==> src/rtl/xcvr_pkg.sv <==
package xcvr_pkg;

    localparam int unsigned SIDES = 2;
    localparam int unsigned SIDE_A = 0;
    localparam int unsigned SIDE_B = 1;

    typedef enum logic {
        SRC_LIVE   = 1'b0,
        SRC_STORED = 1'b1
    } src_sel_e;

    typedef struct packed {
        logic     drive;
        src_sel_e source;
    } side_ctl_t;

    function automatic int unsigned far_side(input int unsigned s);
        return (s == SIDE_A) ? SIDE_B : SIDE_A;
    endfunction

endpackage

==> src/rtl/xcvr_capture.sv <==
module xcvr_capture #(
    parameter int unsigned WIDTH = 8
) (
    input  logic             clk,
    input  logic             rst,
    input  logic             strobe,
    input  logic [WIDTH-1:0] pin_val,
    output logic [WIDTH-1:0] held,
    output logic             load
);
    logic strobe_q;

    assign load = strobe & ~strobe_q;

    always_ff @(posedge clk) begin
        if (rst) begin
            strobe_q <= 1'b1;
            held     <= '0;
        end else begin
            strobe_q <= strobe;
            if (load) begin
                held <= pin_val;
            end
        end
    end

    // a detected rising strobe stores the pin value
    a_r4_load_takes_pin: assert property (@(posedge clk) disable iff (rst)
        ($past(load) && !$past(rst)) |-> (held == $past(pin_val)));

    // no load and no reset means the register stays put
    a_r6_hold_without_load: assert property (@(posedge clk) disable iff (rst)
        (!$past(load) && !$past(rst)) |-> $stable(held));

endmodule

==> src/rtl/xcvr_enable.sv <==
module xcvr_enable
    import xcvr_pkg::*;
(
    input  logic             clk,
    input  logic             rst,
    input  logic [SIDES-1:0] req,
    output logic [SIDES-1:0] oe
);
    logic ready_q;

    always_ff @(posedge clk) begin
        if (rst) begin
            ready_q <= 1'b0;
        end else begin
            ready_q <= 1'b1;
        end
    end

    assign oe = ready_q ? req : '0;

    // a reset edge leaves both pad enables off for the following cycle
    a_r3_quiet_after_reset: assert property (@(posedge clk)
        rst |=> (oe == '0));

endmodule

==> src/rtl/xcvr_route.sv <==
module xcvr_route
    import xcvr_pkg::*;
#(
    parameter int unsigned WIDTH = 8
) (
    input  side_ctl_t        ctl,
    input  logic             oe,
    input  logic [WIDTH-1:0] far_live,
    input  logic [WIDTH-1:0] far_held,
    input  logic [WIDTH-1:0] ext_in,
    output logic [WIDTH-1:0] pin_out,
    output logic [WIDTH-1:0] pin_seen
);
    always_comb begin
        unique case (ctl.source)
            SRC_STORED: pin_out = far_held;
            default:    pin_out = far_live;
        endcase
    end

    assign pin_seen = oe ? pin_out : ext_in;

endmodule

==> src/rtl/dual_reg_xcvr.sv <==
module dual_reg_xcvr
    import xcvr_pkg::*;
#(
    parameter int unsigned WIDTH = 8
) (
    input  logic             clk,
    input  logic             rst,
    input  logic [WIDTH-1:0] a_in,
    input  logic [WIDTH-1:0] b_in,
    output logic [WIDTH-1:0] a_out,
    output logic [WIDTH-1:0] b_out,
    output logic             a_oe,
    output logic             b_oe,
    input  logic             ab_drive,
    input  logic             ba_drive_n,
    input  logic             ab_stored,
    input  logic             ba_stored,
    input  logic             a_strobe,
    input  logic             b_strobe
);
    logic      [SIDES-1:0][WIDTH-1:0] ext_in;
    logic      [SIDES-1:0][WIDTH-1:0] pin_out;
    logic      [SIDES-1:0][WIDTH-1:0] pin_seen;
    logic      [SIDES-1:0][WIDTH-1:0] held;
    logic      [SIDES-1:0]            strobe;
    logic      [SIDES-1:0]            load;
    logic      [SIDES-1:0]            req;
    logic      [SIDES-1:0]            oe;
    side_ctl_t [SIDES-1:0]            ctl;

    assign ext_in[SIDE_A] = a_in;
    assign ext_in[SIDE_B] = b_in;
    assign strobe[SIDE_A] = a_strobe;
    assign strobe[SIDE_B] = b_strobe;

    // the B side is fed by the A-to-B path and vice versa
    assign req[SIDE_B] = ab_drive;
    assign req[SIDE_A] = ~ba_drive_n;

    assign ctl[SIDE_A] = '{drive: req[SIDE_A], source: src_sel_e'(ba_stored)};
    assign ctl[SIDE_B] = '{drive: req[SIDE_B], source: src_sel_e'(ab_stored)};

    xcvr_enable u_enable (
        .clk (clk),
        .rst (rst),
        .req (req),
        .oe  (oe)
    );

    for (genvar s = 0; s < SIDES; s++) begin : g_side
        localparam int unsigned FAR = far_side(s);

        xcvr_route #(.WIDTH(WIDTH)) u_route (
            .ctl      (ctl[s]),
            .oe       (oe[s]),
            .far_live (ext_in[FAR]),
            .far_held (held[FAR]),
            .ext_in   (ext_in[s]),
            .pin_out  (pin_out[s]),
            .pin_seen (pin_seen[s])
        );

        xcvr_capture #(.WIDTH(WIDTH)) u_capture (
            .clk     (clk),
            .rst     (rst),
            .strobe  (strobe[s]),
            .pin_val (pin_seen[s]),
            .held    (held[s]),
            .load    (load[s])
        );
    end

    assign a_out = pin_out[SIDE_A];
    assign b_out = pin_out[SIDE_B];
    assign a_oe  = oe[SIDE_A];
    assign b_oe  = oe[SIDE_B];

    // B never drives without the active-high request
    a_r1_b_needs_request: assert property (@(posedge clk) disable iff (rst)
        b_oe |-> ab_drive);

    // A never drives while the active-low request is high
    a_r2_a_needs_request: assert property (@(posedge clk) disable iff (rst)
        a_oe |-> !ba_drive_n);

    // stored selection keeps b_out steady while the A register is idle
    a_r7_stored_b_steady: assert property (@(posedge clk) disable iff (rst)
        (ab_stored && $past(ab_stored) && !$past(load[SIDE_A]) && !$past(rst))
            |-> $stable(b_out));

    // stored selection keeps a_out steady while the B register is idle
    a_r8_stored_a_steady: assert property (@(posedge clk) disable iff (rst)
        (ba_stored && $past(ba_stored) && !$past(load[SIDE_B]) && !$past(rst))
            |-> $stable(a_out));

    // a driving side loading with live selection stores the far input
    a_r9_store_through: assert property (@(posedge clk) disable iff (rst)
        ($past(load[SIDE_B]) && $past(b_oe) && !$past(ab_stored) && !$past(rst))
            |-> (held[SIDE_B] == $past(a_in)));

endmodule

==> config.mk <==
export PLATFORM = sky130hd
export DESIGN_NAME = dual_reg_xcvr
export DESIGN_NICKNAME = d
export VERILOG_FILES = /design/src/rtl/xcvr_pkg.sv /design/src/rtl/xcvr_capture.sv /design/src/rtl/xcvr_enable.sv /design/src/rtl/xcvr_route.sv /design/src/rtl/dual_reg_xcvr.sv
export SDC_FILE = /design/constraint.sdc
export NUM_CORES = 1
export LEC_CHECK = 0
export ABC_AREA = 1
export BUFFER_PORTS_ARGS = -buffer_cell sky130_fd_sc_hd__buf_4
export CAP_MARGIN = 5
export CORE_MARGIN = 2
export CORE_UTILIZATION = 30
export DETAILED_ROUTE_END_ITERATION = 8
export GPL_ROUTABILITY_DRIVEN = 0
export PLACE_DENSITY = 0.51
export SLEW_MARGIN = 5
export SYNTH_ARGS = -nofsm -noshare
export SYNTH_HDL_FRONTEND = slang
export SYNTH_SLANG_ARGS = --single-unit
==> constraint.sdc <==
create_clock -name clk -period 0.9 [get_ports clk]
set_input_delay 0.225 -clock clk [delete_from_list [all_inputs] [get_ports clk]]
set_output_delay 0.225 -clock clk [all_outputs]
set_load 0.1 [all_outputs]
==> qor.txt, run 1 <==
Clock skew - 1.791 ps
ANT cells - 0
Unrepaired setup endpoints after global routing - true
Largest net degree at the start of global routing - 20
Maximum VDD drop - 0.6938 mV
Number of antenna violations at the first check in global routing - 0
Arrival time at the worst endpoint - 1010 ps
Htree depth - 1
Final hold viol count - 0
Die height - 63.12 µm
Cell row count - 21
GR Util All Layers - 0.2061
Sequential area share after synthesis - 0.3628
Layout Nets - 245
Leak - 1.232 nW
Power Density - 1119 nW/µm²
Post-DP HPWL - 2.805 mm
Yosys warns - 0
Via count - 1,303
CTS Buf Count - 3
Critical path capture point type - primary output
Fin crit share - 1.371
Routed WL - 4.023 mm
Fin worst setup slack - -333.8 ps
Count of unique library cells instantiated by Yosys - 12
Setup Viol. Count Final - 33
Initial Utilization - 0.3142
Mean routed wirelength per cell - 15.12 µm
CTS sink count - 19
Hold WC Path Type - primary input to register
Die area - 3984 µm²
Synth Net Count - 176
CP required - 670 ps
Status - complete, but fails checks
Tmin final - 1234 ps
Crit path largest cell delay - 390 ps
Cell count after synthesis - 152
Core area - 3337 µm²
Vias in the first global route - 1,378
Avg Cell Area, Syn - 6.898 µm²
Yosys reg bits - 19
Worst hold margin - 167.6 ps
Crit Path Max Fanout - 2
Die W - 63.12 µm
Max Slew Vio Count - 0
First-pass GRT wire length - 6.596 mm
Drt first pass iters - 4
Total gr overflow - 0
Iter 0 DRT Violations - 73
Post-Place Cells - 259
FF-to-FF path depth - 6
Layout Cells excl Fill - 266
Hold Path Cell Cnt - 3
Synth Cell Area - 1049 µm²
Max Freq - 0.8105 GHz
Nature of the critical path startpoint - register
Area Growth Syn to Fin - 147.5%
# IOs - 42
Detail Route Antenna Nets - 0
Max-slew headroom - 0.8015
Port Buf Inserts - 41
Clk root buf - clkbuf_4
# DRC - 0
TritonCTS clock tree - built
MaxCap Viol Count - 0
Worst reg-to-reg setup slack - -80 ps
Layout cells sized above 1 - 0.8273
Failing checks - setup timing
Critical path type - register to primary output
Worst-Margin Slew - 297.3 ps
Worst path cell trace - nand2_4, nand2_8, buf_12
Vias per inst - 4.898
Clk slew on worst S/H paths - 120 ps
CTS max path bufs - 2
Crit-path slowest cell - dfxtp_2
Skew-Pair Late Insertion Delay - 300 ps
# hold bufs at CTS - 0
[metrics by stage]
step                      setup WS [ps]  total power [mW]  area (µm²)    util  setup TNS, ps
after floorplan                  -35.60             1.768        1493       -         -530.4
after global placement           -308.1             2.105        1991  0.5966          -7338
after detailed placement         -319.4             2.117        1991  0.5966          -7646
after CTS                        -332.1             2.852        2434  0.7293          -6646
after global routing             -377.5             3.033        2595  0.7777          -7433
final                            -333.8             2.905        2595  0.7777          -6174
[placed cells by master, fill, tap and decap left out]
| master | count |
|---|---|
| nand2_4 | 41 |
| buf_4 | 41 |
| a21oi_2 | 24 |
| nand2_8 | 18 |
| buf_12 | 18 |
| dfxtp_2 | 17 |
| o21ai_0 | 14 |
| nand2_1 | 8 |
| a21oi_1 | 7 |
| inv_1 | 5 |
| buf_6 | 5 |
| clkinv_8 | 3 |
| nand2_2 | 3 |
| clkbuf_4 | 3 |
| buf_8 | 3 |
| nor2_4 | 2 |
| o21ai_1 | 2 |
| clkinv_16 | 1 |
| inv_2 | 1 |
| a21oi_4 | 1 |
| clkbuf_1 | 1 |
| dfxtp_1 | 1 |
| dfxtp_4 | 1 |
[layout make-up]
type                       count  area [µm²]
sequential                    19       405.4
inverter                      10       101.3
tap                           46       57.56
multi-input combinational    120        1235
timing repair buffer          67       769.5
clock buffer                   4       26.28
fill                         234       742.0
[critical path: cells and delay by family, from the launching register on]
family	cells	cell delay, ps
and+or+nand+nor	2	150
buffers and inverters	1	160
DFF	1	390
[cells in the mapped netlist, drive strengths merged]
cell type	count	area share
buf	3	0.026
nor2	2	0.012
a21oi	32	0.17
dfxtp	19	0.36
nand2	70	0.29
o21ai	16	0.076
inv	6	0.021
clkinv	4	0.033
[routing by layer]
layer / GRT usage / part of all wire / vias to the layer above
met5: 0 / 0 / -
met1: 0.2751 / 0.42 / 636
met2: 0.3604 / 0.54 / 23
met3: 0.02500 / 0.024 / 4
met4: 0.03333 / 0.0097 / 0
li1: - / - / 640
[worst paths after layout]
kind                                                                from                                        to
worst min-delay path                                            b_strobe   g_side[1].u_capture.strobe_q$_SDFF_PP1_
worst max-delay path            g_side[1].u_capture.held[5]$_SDFFE_PP0P_                                  a_out[5]
worst min register to register  g_side[1].u_capture.held[7]$_SDFFE_PP0P_  g_side[1].u_capture.held[7]$_SDFFE_PP0P_
worst max register to register                  u_enable.ready_q$_DFF_P_  g_side[0].u_capture.held[5]$_SDFFE_PP0P_
[flip-flops by register name, indices dropped and copies added (netlist names)]
signal and flops:
g_side.u_capture.held 16, g_side.u_capture.strobe_q 2, u_enable.ready_q 1
[power by group]
part / total (mW) / switching [mW] / internal [mW]
registers: 0.941 / 0.0477 / 0.893
logic: 1.50 / 0.916 / 0.585
clock network: 0.464 / 0.291 / 0.172
[cell families (layout without fill, tap and decap cells)]
kind of cell | Yosys count | in the layout | synth area share
compound gates | 48 | 48 | 0.2506
simple gates | 72 | 72 | 0.3055
buf+inv | 13 | 81 | 0.08113
flops | 19 | 19 | 0.3628
[repair_timing]
action	in CTS	in global routing
resized for setup	116	38
setup buffers	1	3
hold endpoints to repair	0	0
pin swaps	3	11
endpoints found under the setup margin	34	34
(Power assumes the default switching activity.)
==> run 2, diff against run 1 <==
--- a/config.mk
+++ b/config.mk
@@ -8,11 +8,12 @@
 export ABC_AREA = 1
 export BUFFER_PORTS_ARGS = -buffer_cell sky130_fd_sc_hd__buf_4
 export CAP_MARGIN = 5
+export CORE_ASPECT_RATIO = 0.6
 export CORE_MARGIN = 2
 export CORE_UTILIZATION = 30
 export DETAILED_ROUTE_END_ITERATION = 8
 export GPL_ROUTABILITY_DRIVEN = 0
-export PLACE_DENSITY = 0.51
+export PLACE_DENSITY = 0.59
 export SLEW_MARGIN = 5
 export SYNTH_ARGS = -nofsm -noshare
 export SYNTH_HDL_FRONTEND = slang
==> qor.txt, run 2 (synthesized netlist as in run 1, its figures left out) <==
Crit Path Max Fanout - 2
Clk root buf - clkbuf_8
Routed WL - 4.201 mm
Psw - 1.278 mW
Via count - 1,350
Critical path capture point type - primary output
Final core occ - 0.7981
Core area - 3303 µm²
Die area - 4000 µm²
GR Util All Layers - 0.2297
Flip-flop count of the largest register after layout - 16
Number of antenna violations at the first check in global routing - 0
Power Density - 1166 nW/µm²
Htree depth - 1
# hold bufs at CTS - 0
Setup Viol. Count Final - 34
Area Growth Syn to Fin - 151.4%
CTS sink count - 19
Arrival time at the worst endpoint - 950 ps
ANT cells - 0
Most flops, register - g_side.u_capture.held
Final hold viol count - 0
Fin worst setup slack - -273.1 ps
Drt first pass iters - 4
Hold_sp - a_strobe
Total gr overflow - 0
Commonest non-fill, non-tap cell in the layout - buf_4
Post-Place Cells - 261
Vias per inst - 5.037
Share of power burned in registers - 0.305
Failing checks - setup timing
CP required - 670 ps
Worst reg-to-reg setup slack - -90 ps
Fin crit share - 1.303
CTS Buf Count - 3
Gate power share - 0.493
Design Area, Final - 2636 µm²
First-pass GRT wire length - 7.017 mm
Routing usage on met1 - 0.2902
Layout Nets - 248
DP Area - 2024 µm²
FF-to-FF Start - u_enable.ready_q$_DFF_P_
Post-DP HPWL - 2.906 mm
Skew-Pair Late Insertion Delay - 260 ps
Clock skew - 0.9632 ps
Unrepaired setup endpoints after global routing - true
GR Util met2 - 0.3944
Tmin final - 1173 ps
# IOs - 42
Switching Fraction - 0.4156
Worst hold margin - 180.3 ps
Layout Cells excl Fill - 268
Worst-case hold path end point - g_side[0].u_capture.strobe_q$_SDFF_PP1_
Detail Route Antenna Nets - 0
Iter 0 DRT Violations - 84
Top Registers - g_side.u_capture.held (16), g_side.u_capture.strobe_q (2), u_enable.ready_q (1)
Die height - 49.80 µm
Port Buf Inserts - 41
Initial Utilization - 0.3174
Hold Path Cell Cnt - 3
Gr busiest metal - met2
Maximum VDD drop - 0.6695 mV
Mean routed wirelength per cell - 15.68 µm
Internal power - 1.796 mW
Max Slew Vio Count - 0
Hold WC Path Type - primary input to register
Max-slew headroom - 0.8255
MaxCap Viol Count - 0
Worst-Margin Slew - 260.8 ps
Clk slew on worst S/H paths - 80 ps
Status - complete, but fails checks
Met3 GRT Util - 0.04762
Max Freq - 0.8525 GHz
Leak - 1.254 nW
FF-to-FF path depth - 6
Critical path type - register to primary output
Worst r2r dst - g_side[0].u_capture.held[3]$_SDFFE_PP0P_
Most frequent cells in the layout - 44 x buf_4, 40 x nand2_4, 24 x a21oi_2, 19 x buf_12, 18 x nand2_8
Nature of the critical path startpoint - register
Clock power frac - 0.202
Tot Pwr - 3.074 mW
Die W - 80.32 µm
Largest net degree at the start of global routing - 20
CTS max path bufs - 2
Vias in the first global route - 1,445
TritonCTS clock tree - built
# DRC - 0
Cell row count - 16
Layout cells sized above 1 - 0.8341
==> run 2: worst max-delay path by stage <==
| stage | slack, ps | start | cells after the start | end |
|---|---|---|---|---|
| detailed placement | -350 | ba_stored | 4 | a_out[0] |
| floorplan | -40 | ba_stored | 5 | g_side[0].u_capture.held[0]$_SDFFE_PP0P_ |
| global route | -300 | u_enable.ready_q$_DFF_P_ | 3 | a_oe |
| CTS | -280 | u_enable.ready_q$_DFF_P_ | 3 | a_oe |
| global placement | -310 | ba_stored | 4 | a_out[3] |
| finish | -270 | u_enable.ready_q$_DFF_P_ | 3 | a_oe |
==> run 2: metal layers <==
layer	routed length, µm	vias to the layer above
met2	2094	55
met3	220	11
li1	-	648
met1	1804	636
met5	0	-
met4	82	0
==> run 2: timing repair <==
item                                    in CTS  in global routing
buffers inserted                             3                  4
resized for setup                          125                 24
pin swaps                                    9                  5
endpoints found under the setup margin      34                 34
==> run 2: final cells by class <==
class                           instances  area [µm²]
Clock buffer                            3       41.29
Clock inverter                          1       5.005
Fill cell                             201       666.9
Inverter                               10       101.3
Multi-Input combinational cell        120        1227
Sequential cell                        19       404.1
Tap cell                               45       56.30
Timing Repair Buffer                   70       800.8
==> run 2: power by group through the flow <==
stage                     clock, mW  sequential (mW)  combinational (mW)
after floorplan                   0            0.923               0.845
after global placement            0            0.928                1.19
after detailed placement          0            0.929                1.20
after CTS                     0.634            0.936                1.46
after global routing          0.663            0.941                1.58
final                         0.621            0.936                1.52
==> run 2: critical path, cell delays in order (launching register included) <==
cell and delay (ps):
dfxtp_4 370, nand2_4 100, clkinv_8 60, buf_12 160
==> run 2: metrics by stage <==
| stage | setup TNS [ps] | setup slack (ps) |
|---|---|---|
| 2_1_floorplan | -530.4 | -35.60 |
| 3_3_place_gp | -7235 | -306.5 |
| 3_5_place_dp | -7929 | -345.9 |
| 4_1_cts | -6060 | -278.5 |
| 5_1_grt | -6306 | -303.9 |
| 6_report | -5192 | -273.1 |
